===== src/rtl/acc_pkg.sv =====
package acc_pkg;
  localparam int BUS_W   = 32;
  localparam int OFS_W   = 8;
  localparam int SLOT_W  = 20;
  localparam int IDX_W   = 7;
  localparam int VAL_W   = 16;
  localparam int IDX_LSB = 12;
  localparam int VAL_LSB = 4;
  localparam int RD_BIT  = IDX_LSB + IDX_W;

  localparam logic [OFS_W-1:0] OFS_CTRL  = 8'h08;
  localparam logic [OFS_W-1:0] OFS_CADR  = 8'h20;
  localparam logic [OFS_W-1:0] OFS_CDAT  = 8'h24;
  localparam logic [OFS_W-1:0] OFS_TIEN  = 8'h50;
  localparam logic [OFS_W-1:0] OFS_TSTAT = 8'h54;
  localparam logic [OFS_W-1:0] OFS_RIEN  = 8'h58;
  localparam logic [OFS_W-1:0] OFS_RSTAT = 8'h5C;
  localparam logic [OFS_W-1:0] OFS_ACTL  = 8'h60;

  localparam int CTRL_RDY   = 15;
  localparam int CTRL_COLD  = 11;
  localparam int CTRL_WARM  = 10;
  localparam int CTRL_START = 5;
  localparam logic [BUS_W-1:0] CTRL_WMASK = 32'h0000_0E20;

  localparam int TST_ADR = 31;
  localparam int TST_DAT = 30;
  localparam int RST_ADR = 22;
  localparam int RST_DAT = 21;
  localparam logic [BUS_W-1:0] TST_MASK = 32'hC000_0000;
  localparam logic [BUS_W-1:0] RST_MASK = 32'h0060_0000;

  localparam int ACTL_S12 = 26;
  localparam logic [BUS_W-1:0] ACTL_MASK = 32'h65E0_0000;

  typedef struct packed {
    logic             rd;
    logic [IDX_W-1:0] idx;
    logic [VAL_W-1:0] val;
  } cmd_t;
endpackage


===== src/rtl/acc_tx_slots.sv =====
module acc_tx_slots
  import acc_pkg::*;
(
  input  logic              clk,
  input  logic              rst_n,
  input  logic              arm_i,
  input  cmd_t              arm_cmd_i,
  input  logic              frame_i,
  input  logic              link_run_i,
  input  logic              s12_en_i,
  output logic              tag_adr_o,
  output logic              tag_dat_o,
  output logic              tag_s12_o,
  output logic [SLOT_W-1:0] slot1_o,
  output logic [SLOT_W-1:0] slot2_o,
  output logic              sent_adr_o,
  output logic              sent_dat_o
);
  logic              pend_q, pend_d;
  cmd_t              cmd_q, cmd_d;
  logic              tag_adr_q, tag_adr_d;
  logic              tag_dat_q, tag_dat_d;
  logic              tag_s12_q, tag_s12_d;
  logic [SLOT_W-1:0] slot1_q, slot1_d;
  logic [SLOT_W-1:0] slot2_q, slot2_d;
  logic              send;

  assign send       = frame_i & link_run_i & pend_q;
  assign sent_adr_o = send;
  assign sent_dat_o = send & ~cmd_q.rd;

  always_comb begin
    pend_d    = pend_q;
    cmd_d     = cmd_q;
    tag_adr_d = tag_adr_q;
    tag_dat_d = tag_dat_q;
    tag_s12_d = tag_s12_q;
    slot1_d   = slot1_q;
    slot2_d   = slot2_q;
    if (frame_i) begin
      tag_adr_d = send;
      tag_dat_d = send & ~cmd_q.rd;
      tag_s12_d = link_run_i & s12_en_i;
      slot1_d   = send ? {cmd_q.rd, cmd_q.idx, {IDX_LSB{1'b0}}} : '0;
      slot2_d   = (send & ~cmd_q.rd) ? {cmd_q.val, {VAL_LSB{1'b0}}} : '0;
    end
    if (send) pend_d = 1'b0;
    if (arm_i) begin
      pend_d = 1'b1;
      cmd_d  = arm_cmd_i;
    end
  end

  always_ff @(posedge clk or negedge rst_n) begin
    if (!rst_n) begin
      pend_q    <= 1'b0;
      cmd_q     <= '0;
      tag_adr_q <= 1'b0;
      tag_dat_q <= 1'b0;
      tag_s12_q <= 1'b0;
      slot1_q   <= '0;
      slot2_q   <= '0;
    end else begin
      pend_q    <= pend_d;
      cmd_q     <= cmd_d;
      tag_adr_q <= tag_adr_d;
      tag_dat_q <= tag_dat_d;
      tag_s12_q <= tag_s12_d;
      slot1_q   <= slot1_d;
      slot2_q   <= slot2_d;
    end
  end

  assign tag_adr_o = tag_adr_q;
  assign tag_dat_o = tag_dat_q;
  assign tag_s12_o = tag_s12_q;
  assign slot1_o   = slot1_q;
  assign slot2_o   = slot2_q;


  single_shot_chk: assert property (@(posedge clk) disable iff (!rst_n)
    (frame_i && !pend_q) |=> !tag_adr_q);


  read_no_data_chk: assert property (@(posedge clk) disable iff (!rst_n)
    (tag_adr_q && slot1_q[RD_BIT]) |-> (!tag_dat_q && slot2_q == '0));
endmodule


===== src/rtl/acc_rx_status.sv =====
module acc_rx_status
  import acc_pkg::*;
(
  input  logic             clk,
  input  logic             rst_n,
  input  logic             wr_adr_i,
  input  logic             wr_dat_i,
  input  logic             wr_rd_i,
  input  logic [IDX_W-1:0] wr_idx_i,
  input  logic [VAL_W-1:0] wr_val_i,
  input  logic             rx_frame_i,
  input  logic             rx_adr_vld_i,
  input  logic             rx_dat_vld_i,
  input  logic [IDX_W-1:0] rx_idx_i,
  input  logic [VAL_W-1:0] rx_val_i,
  output logic             rd_o,
  output logic [IDX_W-1:0] idx_o,
  output logic [VAL_W-1:0] val_o,
  output logic             got_adr_o,
  output logic             got_dat_o
);
  logic             rd_q, rd_d;
  logic [IDX_W-1:0] idx_q, idx_d;
  logic [VAL_W-1:0] val_q, val_d;

  assign got_adr_o = rx_frame_i & rx_adr_vld_i;
  assign got_dat_o = rx_frame_i & rx_dat_vld_i;

  always_comb begin
    rd_d  = rd_q;
    idx_d = idx_q;
    val_d = val_q;
    if (got_adr_o) idx_d = rx_idx_i;
    if (got_dat_o) val_d = rx_val_i;
    if (wr_adr_i) begin
      rd_d  = wr_rd_i;
      idx_d = wr_idx_i;
    end
    if (wr_dat_i) val_d = wr_val_i;
  end

  always_ff @(posedge clk or negedge rst_n) begin
    if (!rst_n) begin
      rd_q  <= 1'b0;
      idx_q <= '0;
      val_q <= '0;
    end else begin
      rd_q  <= rd_d;
      idx_q <= idx_d;
      val_q <= val_d;
    end
  end

  assign rd_o  = rd_q;
  assign idx_o = idx_q;
  assign val_o = val_q;


  idx_hold_chk: assert property (@(posedge clk) disable iff (!rst_n)
    (!(rx_frame_i && rx_adr_vld_i) && !wr_adr_i) |=> $stable(idx_q));


  val_hold_chk: assert property (@(posedge clk) disable iff (!rst_n)
    (!(rx_frame_i && rx_dat_vld_i) && !wr_dat_i) |=> $stable(val_q));
endmodule


===== src/rtl/ac97_cmd_ctrl.sv =====
module ac97_cmd_ctrl
  import acc_pkg::*;
(
  input  logic                  clk,
  input  logic                  rst_n,
  input  logic                  reg_we_i,
  input  logic [OFS_W-1:0]      reg_addr_i,
  input  logic [BUS_W-1:0]      reg_wdata_i,
  output logic [BUS_W-1:0]      reg_rdata_o,
  input  logic                  frame_i,
  input  logic                  codec_rdy_i,
  input  logic                  rx_frame_i,
  input  logic                  rx_adr_vld_i,
  input  logic                  rx_dat_vld_i,
  input  logic [IDX_W-1:0]      rx_sts_idx_i,
  input  logic [VAL_W-1:0]      rx_sts_val_i,
  output logic                  tx_tag_adr_o,
  output logic                  tx_tag_dat_o,
  output logic                  tx_tag_s12_o,
  output logic [SLOT_W-1:0]     tx_slot1_o,
  output logic [SLOT_W-1:0]     tx_slot2_o,
  output logic                  codec_rst_n_o,
  output logic                  warm_rst_o,
  output logic                  irq_o
);
  localparam int PAD_ADR = BUS_W - RD_BIT - 1;
  localparam int PAD_DAT = BUS_W - VAL_W - VAL_LSB;

  logic [BUS_W-1:0] ctrl_q, ctrl_d;
  logic [BUS_W-1:0] tien_q, tien_d;
  logic [BUS_W-1:0] rien_q, rien_d;
  logic [BUS_W-1:0] tst_q, tst_d;
  logic [BUS_W-1:0] rst_q, rst_d;
  logic [BUS_W-1:0] actl_q, actl_d;
  logic             rdy_q;

  logic             wr_ctrl, wr_cadr, wr_cdat, wr_tien, wr_tst, wr_rien, wr_rst, wr_actl;
  logic             link_run;
  logic             sent_adr, sent_dat, got_adr, got_dat;
  logic             sts_rd;
  logic [IDX_W-1:0] sts_idx;
  logic [VAL_W-1:0] sts_val;
  cmd_t             arm_cmd;

  assign wr_ctrl = reg_we_i && (reg_addr_i == OFS_CTRL);
  assign wr_cadr = reg_we_i && (reg_addr_i == OFS_CADR);
  assign wr_cdat = reg_we_i && (reg_addr_i == OFS_CDAT);
  assign wr_tien = reg_we_i && (reg_addr_i == OFS_TIEN);
  assign wr_tst  = reg_we_i && (reg_addr_i == OFS_TSTAT);
  assign wr_rien = reg_we_i && (reg_addr_i == OFS_RIEN);
  assign wr_rst  = reg_we_i && (reg_addr_i == OFS_RSTAT);
  assign wr_actl = reg_we_i && (reg_addr_i == OFS_ACTL);

  assign link_run = ctrl_q[CTRL_START] & ~ctrl_q[CTRL_COLD] & ~ctrl_q[CTRL_WARM];

  assign arm_cmd.rd  = reg_wdata_i[RD_BIT];
  assign arm_cmd.idx = reg_wdata_i[IDX_LSB +: IDX_W];
  assign arm_cmd.val = sts_val;

  acc_tx_slots u_tx (
    .clk        (clk),
    .rst_n      (rst_n),
    .arm_i      (wr_cadr),
    .arm_cmd_i  (arm_cmd),
    .frame_i    (frame_i),
    .link_run_i (link_run),
    .s12_en_i   (actl_q[ACTL_S12]),
    .tag_adr_o  (tx_tag_adr_o),
    .tag_dat_o  (tx_tag_dat_o),
    .tag_s12_o  (tx_tag_s12_o),
    .slot1_o    (tx_slot1_o),
    .slot2_o    (tx_slot2_o),
    .sent_adr_o (sent_adr),
    .sent_dat_o (sent_dat)
  );

  acc_rx_status u_rx (
    .clk          (clk),
    .rst_n        (rst_n),
    .wr_adr_i     (wr_cadr),
    .wr_dat_i     (wr_cdat),
    .wr_rd_i      (reg_wdata_i[RD_BIT]),
    .wr_idx_i     (reg_wdata_i[IDX_LSB +: IDX_W]),
    .wr_val_i     (reg_wdata_i[VAL_LSB +: VAL_W]),
    .rx_frame_i   (rx_frame_i),
    .rx_adr_vld_i (rx_adr_vld_i),
    .rx_dat_vld_i (rx_dat_vld_i),
    .rx_idx_i     (rx_sts_idx_i),
    .rx_val_i     (rx_sts_val_i),
    .rd_o         (sts_rd),
    .idx_o        (sts_idx),
    .val_o        (sts_val),
    .got_adr_o    (got_adr),
    .got_dat_o    (got_dat)
  );

  always_comb begin
    ctrl_d = wr_ctrl ? (reg_wdata_i & CTRL_WMASK) : ctrl_q;
    tien_d = wr_tien ? (reg_wdata_i & TST_MASK)   : tien_q;
    rien_d = wr_rien ? (reg_wdata_i & RST_MASK)   : rien_q;
    actl_d = wr_actl ? (reg_wdata_i & ACTL_MASK)  : actl_q;
    tst_d  = wr_tst  ? (tst_q & reg_wdata_i)      : tst_q;
    rst_d  = wr_rst  ? (rst_q & reg_wdata_i)      : rst_q;
    if (sent_adr) tst_d[TST_ADR] = 1'b1;
    if (sent_dat) tst_d[TST_DAT] = 1'b1;
    if (got_adr)  rst_d[RST_ADR] = 1'b1;
    if (got_dat)  rst_d[RST_DAT] = 1'b1;
  end

  always_ff @(posedge clk or negedge rst_n) begin
    if (!rst_n) begin
      ctrl_q <= '0;
      tien_q <= '0;
      rien_q <= '0;
      actl_q <= '0;
      tst_q  <= '0;
      rst_q  <= '0;
      rdy_q  <= 1'b0;
    end else begin
      ctrl_q <= ctrl_d;
      tien_q <= tien_d;
      rien_q <= rien_d;
      actl_q <= actl_d;
      tst_q  <= tst_d;
      rst_q  <= rst_d;
      rdy_q  <= codec_rdy_i;
    end
  end

  always_comb begin
    unique case (reg_addr_i)
      OFS_CTRL: begin
        reg_rdata_o           = ctrl_q;
        reg_rdata_o[CTRL_RDY] = rdy_q;
      end
      OFS_CADR:  reg_rdata_o = {{PAD_ADR{1'b0}}, sts_rd, sts_idx, {IDX_LSB{1'b0}}};
      OFS_CDAT:  reg_rdata_o = {{PAD_DAT{1'b0}}, sts_val, {VAL_LSB{1'b0}}};
      OFS_TIEN:  reg_rdata_o = tien_q;
      OFS_TSTAT: reg_rdata_o = tst_q;
      OFS_RIEN:  reg_rdata_o = rien_q;
      OFS_RSTAT: reg_rdata_o = rst_q;
      OFS_ACTL:  reg_rdata_o = actl_q;
      default:   reg_rdata_o = '0;
    endcase
  end

  assign codec_rst_n_o = ~ctrl_q[CTRL_COLD];
  assign warm_rst_o    = ctrl_q[CTRL_WARM];
  assign irq_o         = (|(tst_q & tien_q)) | (|(rst_q & rien_q));


  tx_flag_sticky_chk: assert property (@(posedge clk) disable iff (!rst_n)
    (tst_q[TST_ADR] && !wr_tst) |=> tst_q[TST_ADR]);


  rx_flag_sticky_chk: assert property (@(posedge clk) disable iff (!rst_n)
    (rst_q[RST_ADR] && !wr_rst) |=> rst_q[RST_ADR]);


  cold_no_send_chk: assert property (@(posedge clk) disable iff (!rst_n)
    (frame_i && ctrl_q[CTRL_COLD]) |=> (!tx_tag_adr_o && !tx_tag_dat_o));


  tx_flag_with_tag_chk: assert property (@(posedge clk) disable iff (!rst_n)
    $rose(tx_tag_adr_o) |-> tst_q[TST_ADR]);
endmodule


===== config.mk =====
export PLATFORM = sky130hd
export DESIGN_NAME = ac97_cmd_ctrl
export DESIGN_NICKNAME = d
export VERILOG_FILES = /design/src/rtl/acc_pkg.sv /design/src/rtl/acc_tx_slots.sv /design/src/rtl/acc_rx_status.sv /design/src/rtl/ac97_cmd_ctrl.sv
export SDC_FILE = /design/constraint.sdc
export NUM_CORES = 1
export LEC_CHECK = 0
export ABC_AREA = 1
export BUFFER_PORTS_ARGS = -buffer_cell sky130_fd_sc_hd__buf_2
export CAP_MARGIN = 10
export CORE_MARGIN = 2
export CORE_UTILIZATION = 40
export DETAILED_ROUTE_END_ITERATION = 10
export GPL_TIMING_DRIVEN = 0
export HOLD_SLACK_MARGIN = 0.12
export PLACE_DENSITY = 0.69
export SLEW_MARGIN = 20
export SYNTH_ARGS = -nofsm -noshare
export SYNTH_HDL_FRONTEND = slang
export SYNTH_SLANG_ARGS = --single-unit

===== constraint.sdc =====
create_clock -name clk -period 1.3 [get_ports clk]
set_clock_uncertainty 0.1 [all_clocks]
set_input_delay 0.065 -clock clk [delete_from_list [all_inputs] [get_ports clk]]
set_output_delay 0.065 -clock clk [all_outputs]
set_load 0.005 [all_outputs]

==> results of run 1 <==
## worst paths after layout
kind / from / endpoint / slack, ns / depth (start not counted)
min in group asynchronous: rst_n / rst_q[1] / 0.04 / 2
hold reg to reg: rst_q[19] / rst_q[19] / 0.40 / 2
hold / removal: reg_we_i / u_tx.cmd_q[23] / 0.03 / 4
setup / recovery: ctrl_q[11] / u_tx.slot2_o[15] / -0.13 / 6
setup reg to reg: ctrl_q[11] / u_tx.slot2_o[15] / -0.13 / 6
max in group asynchronous: rst_n / u_tx.slot1_o[18] / 0.19 / 3
## final cells by class
type                       instances  area (sq um)
timing repair inverter             1          16.3
clock inverter                    13           191
buffer                            55           435
antenna                            1          2.50
multi-input combinational        505          2910
tap                              229           287
fill                            1504          7260
sequential                       155          3880
clock buffer                      19           443
timing repair buffer             243          1810
inverter                         154           606
## flip-flops by register name (all words and copies together), names as in the netlist
signal,flops
actl_q,7
u_tx.tag_adr_o,1
u_tx.tag_dat_o,1
u_rx.val_o,16
u_tx.pend_q,1
tst_q,32
u_rx.idx_o,7
u_tx.slot2_o,16
u_tx.tag_s12_o,1
tien_q,2
rdy_q,1
ctrl_q,4
u_tx.cmd_q,24
rien_q,2
rst_q,32
u_tx.slot1_o,8
## worst max-delay path, cell delays in order (launching register included)
cell	delay, ns
dfrtp_1	0.41
nor2_2	0.12
nand3_2	0.14
nor2_4	0.19
nand2_4	0.12
clkbuf_16	0.18
o22ai_2	0.09
## synth_stat cells
master / number / share of area [%]
clkbuf_1: 7 / 0.36
buf_4: 21 / 2.2
clkinv_1: 2 / 0.10
a21boi_1: 9 / 0.93
conb_1: 1 / 0.052
nor2_2: 4 / 0.35
nand2_1: 186 / 9.6
o21ai_0: 40 / 2.8
nand3_2: 1 / 0.14
buf_2: 24 / 1.7
nand4_1: 26 / 2.2
nand3_1: 88 / 6.1
clkbuf_4: 1 / 0.10
nor2_1: 19 / 0.98
o21ai_1: 7 / 0.48
o21ai_2: 7 / 0.85
inv_2: 8 / 0.41
nand3_4: 1 / 0.24
a21boi_0: 27 / 2.8
o22ai_1: 33 / 2.8
and2_1: 1 / 0.086
buf_12: 1 / 0.28
inv_1: 144 / 7.5
a21oi_1: 24 / 1.7
nor2_4: 4 / 0.62
nand2_2: 12 / 1.0
buf_6: 1 / 0.16
dfrtp_1: 155 / 54
## per-layer routing
| metal | up-vias | track usage [%] | wire length (um) |
|---|---|---|---|
| li1 | 3257 | - | - |
| met1 | 3358 | 29.8 | 9700 |
| met2 | 305 | 38.6 | 11400 |
| met3 | 50 | 5.08 | 1630 |
| met4 | 0 | 8.29 | 682 |
| met5 | - | 0 | 0 |
## power groups by stage
stage / Combinational, mW / Sequential [mW] / Clock, mW
after floorplan: 0.451 / 5.23 / 0
after global placement: 0.799 / 5.26 / 0
after detailed placement: 0.831 / 5.27 / 0
after CTS: 1.14 / 5.16 / 5.44
after global routing: 1.38 / 5.19 / 5.60
final: 1.26 / 5.17 / 5.39
## placed cells by master, fill, tap and decap left out, types with 19 or more instances in the layout
cell type / instances
nand2_1: 173
dfrtp_1: 155
buf_2: 140
inv_1: 137
nand3_1: 70
dlygate4sd3_1: 61
buf_4: 59
o21ai_0: 30
a21boi_0: 27
nand4_1: 26
a21oi_1: 24
o22ai_2: 23
clkbuf_16: 20
nand3_2: 19
## per-stage QoR
stage / setup WS, ns / setup TNS [ns]
after floorplan: 0.0324 / 0
after global placement: -2.31 / -384.76
after detailed placement: -0.371 / -33.56
after CTS: -0.124 / -6.16
after global routing: -0.192 / -6.39
final: -0.132 / -3.42
## cell families after synthesis
family	synth area share [%]
other cells	0.0517
simple gates	21.4
flops	53.5
compound gates	12.3
buf+inv	12.7
## timing repair
action | 4_1_cts | 5_1_grt
pin swaps | 35 | 34
buffers inserted | 31 | 16
gates resized for setup | 49 | 104
hold endpoints to repair | 274 | 75
cloned | 0 | 4
endpoints found under the setup margin | 61 | 109
hold buffers | 64 | 2
==> impl_metrics.tcl, run 1 <==
set metrics [dict create \
    critPathLaunchType "flop" \
    netlist_area_sq_um 7250 \
    intPower_mw 8.90 \
    fmax_ghz 0.698 \
    antenna_left 0 \
    power_density_nw_per_um2 1120 \
    hpwl_mm 14.9 \
    maxSlewHeadroom_pct 44.9 \
    switchingPower_mw 2.92 \
    power_mw 11.8 \
    track_usage_pct 23.1 \
    grt_start_max_net_pins 102 \
    drt_iter0_drc 483 \
    cts-htree-levels 4 \
    area_growth_pct 45.9 \
    ioPinCount 149 \
    yosysSeqAreaShare_pct 53.5 \
    fp-row-count 49 \
    fin_util_pct 59.3 \
    clock_sinks 155 \
    cp.required_ns 1.55 \
    ys_warn_count 0 \
    end_kind "flop" \
    grt_pass1_vias 6880 \
    layout_setup_ws_ns -0.132 \
    dpl_cell_area_sq_um 8290 \
    run_status "complete, but fails checks" \
    routed-via-count 6970 \
    syn_avg_cell_area_sq_um 8.49 \
    total_leakage_power_nw 5.70 \
    layout_worst_path_cycle_share_pct 110 \
    layout_min_cycle_time_ns 1.43 \
    clock_latency_ns 0.43 \
    swShare_pct 24.7 \
    critPathMaxFanout 5 \
    drive_above_1_share_pct 33.1 \
    drv_cap 0 \
    die_x_um 139 \
    timing.hold.ws_ns 0.0269 \
    core_sq_um 17800 \
    design_area_sq_um 10600 \
    clockRootBuffer "clkbuf_16" \
    io_buffers 131 \
    antenna_found_initial 1 \
    gp_congestion 0.839 \
    die_area_sq_um 19200 \
    start_util_pct 40.6 \
    wl_per_cell_um 17.0 \
    yosys_register_bits 155 \
    layout.cells.non_filler 1375 \
    maxSlewViolCount 0 \
    cts_tree "built" \
    cts.clk_slew.worst_paths_ns 0.07 \
    peakVddDrop_uv 926 \
    route.detailed.drc 0 \
    clockBufferDepth 2 \
    power_frac_seq_pct 43.7 \
    cp.arrival_ns 1.68 \
    p_comb_share_pct 10.6 \
    drt_first_pass_iters 5 \
    wl_mm 23.4 \
    grt_pass1_wl_mm 35.1 \
    dpl.cell_count 1230 \
    rsz0062_at_grt "true" \
    tightest_slew_ns 0.826 \
    finalNetCount 1203 \
    via_per_inst 5.07 \
    violations "negative setup slack" \
    grt_overflow 0 \
    ys_types 28 \
    syn_inst 854 \
    cts_buffers 17 \
    worstSetupPathType "reg -> reg" \
    hold_violations 0 \
    chipHeight_um 139 \
    power_frac_clock_pct 45.6 \
    setup_viol 50 \
    hp-class "in -> reg" \
]
(Power assumes the default switching activity.)
==> inputs of run 2 (changes only) <==
- RECOVER_POWER: default -> 100
- clock period: 1.3 -> 1.2 ns (I/O delays scaled with it)
==> impl_metrics.tcl, run 2 (synthesis gave the netlist of run 1 again) <==
set metrics [dict create \
    dpl.cell_count 1231 \
    setup_viol 77 \
    maxSlewHeadroom_pct 26.7 \
    cts_buffers 17 \
    tightest_slew_ns 1.10 \
    antenna_left 0 \
    critPathMaxFanout 1 \
    critPathLaunchType "flop" \
    drt_iter0_drc 477 \
    drt_first_pass_iters 6 \
    timing.hold.ws_ns -0.267 \
    total_leakage_power_nw 5.53 \
    hold_violations 47 \
    fmax_ghz 0.687 \
    clockRootBuffer "clkbuf_16" \
    finalNetCount 1203 \
    chipHeight_um 139 \
    io_buffers 131 \
    core_sq_um 17800 \
    cts-htree-levels 4 \
    grt_pass1_wl_mm 34.4 \
    cts-hold-fix-buffers 59 \
    fin_util_pct 59.0 \
    end_kind "output pin" \
    die_area_sq_um 19200 \
    violations "negative hold slack, negative setup slack" \
    reg_top3 "rst_q (32), tst_q (32), u_tx.cmd_q (24)" \
    clock_latency_ns 0.43 \
    design_area_sq_um 10500 \
    run_status "complete, but fails checks" \
    hpwl_mm 14.9 \
    die_x_um 139 \
    dpl_cell_area_sq_um 8320 \
    layout.cells.non_filler 1374 \
    hp-class "in -> async" \
    peakVddDrop_uv 1150 \
    area_growth_pct 45.1 \
    worstSetupPathType "reg -> out" \
    mostFrequentLayoutCell "nand2_1" \
    most-common-layout-cells "nand2_1, dfrtp_1, inv_1" \
    maxSlewViolCount 0 \
    via_per_inst 5.01 \
    wl_mm 22.8 \
    start_util_pct 40.6 \
    cp.arrival_ns 1.29 \
    routed-via-count 6890 \
    clockBufferDepth 2 \
    gp_congestion 0.839 \
    layout_worst_path_cycle_share_pct 121 \
    cts_tree "built" \
    ioPinCount 149 \
    antenna_found_initial 0 \
    grt_overflow 0 \
    grt_pass1_vias 6656 \
    power_density_nw_per_um2 1140 \
    layout_setup_ws_ns -0.255 \
    layout_min_cycle_time_ns 1.45 \
    clock_sinks 155 \
    grt_start_max_net_pins 61 \
    drv_cap 0 \
    cts.clk_slew.worst_paths_ns 0.06 \
    fp-row-count 49 \
    preCtsSetupSlack_ns -0.450 \
    rsz0062_at_grt "true" \
    antenna_cells 0 \
    route.detailed.drc 0 \
    cp.required_ns 1.04 \
    setup_tns_ns -10.41 \
    wl_per_cell_um 16.6 \
    drive_above_1_share_pct 33.9 \
    track_usage_pct 22.8 \
]
[run 2: cell count changes in the layout (fill, tap and decap cells not counted), moves of 4 or more]
cell / before / now
buf_2: 140 / 108
clkbuf_1: 8 / 23
inv_1: 137 / 123
nand2_2: 18 / 32
inv_2: 13 / 25
nand2_1: 173 / 161
clkbuf_2: 0 / 9
buf_6: 11 / 15
bufinv_16: 4 / 0
nand2_4: 7 / 3
[run 2: path summary, 6_finish.rpt]
kind                       slack [ns]       start                to  cells past startpoint
min                             -0.27       rst_n             rdy_q                      1
min in group clk                -0.17     frame_i    u_tx.tag_adr_o                      2
max                             -0.25       rdy_q   reg_rdata_o[15]                      5
max reg2reg                     -0.25  ctrl_q[10]  u_tx.slot2_o[12]                      6
min reg2reg                      0.39    tst_q[2]          tst_q[2]                      2
max in group asynchronous        0.12       rst_n    u_tx.cmd_q[22]                      3
[run 2: layer usage]
metal  share of wire [%]  track usage [%]  wire length (um)
met1                  42             29.7              9530
met2                  48             36.4             10900
met3                 7.4             6.98              1690
met4                 3.0             8.03               694
met5                   0                0                 0
[run 2: metrics by stage]
stage	hold slack, ns	total power, mW
after floorplan	-0.336	6.15
after global placement	0.0757	6.57
after detailed placement	-0.131	6.62
after CTS	-0.584	11.9
after global routing	-0.202	12.5
final	-0.267	12.0
[run 2: layout make-up]
cell class,count,area (sq um)
Timing Repair Buffer,242,1830
Clock buffer,18,439
Sequential cell,155,3880
Timing Repair inverter,2,22.5
Buffer,55,415
Clock inverter,14,115
Tap cell,229,287
Inverter,154,613
Fill cell,1510,7320
Multi-Input combinational cell,505,2920
[run 2: critical path, stage by stage, from the launching register on]
cell and delay (ns):
dfrtp_1 0.38, nand3_1 0.10, nand2_1 0.08, nor2_2 0.10
nand2_2 0.08, buf_2 0.13
[run 2: report_power, final]
part | internal (mW) | switching [mW]
registers | 5.47 | 0.142
clock network | 2.74 | 2.32
logic | 0.606 | 0.727
total | 8.82 | 3.19
[run 2: what timing repair did]
action / CTS / global route
gates resized for setup: 88 / 105
endpoints found under the setup margin: 62 / 71
hold endpoints to repair: 233 / 118
setup buffers: 30 / 20
gates cloned: 2 / 2
pin swaps: 36 / 52
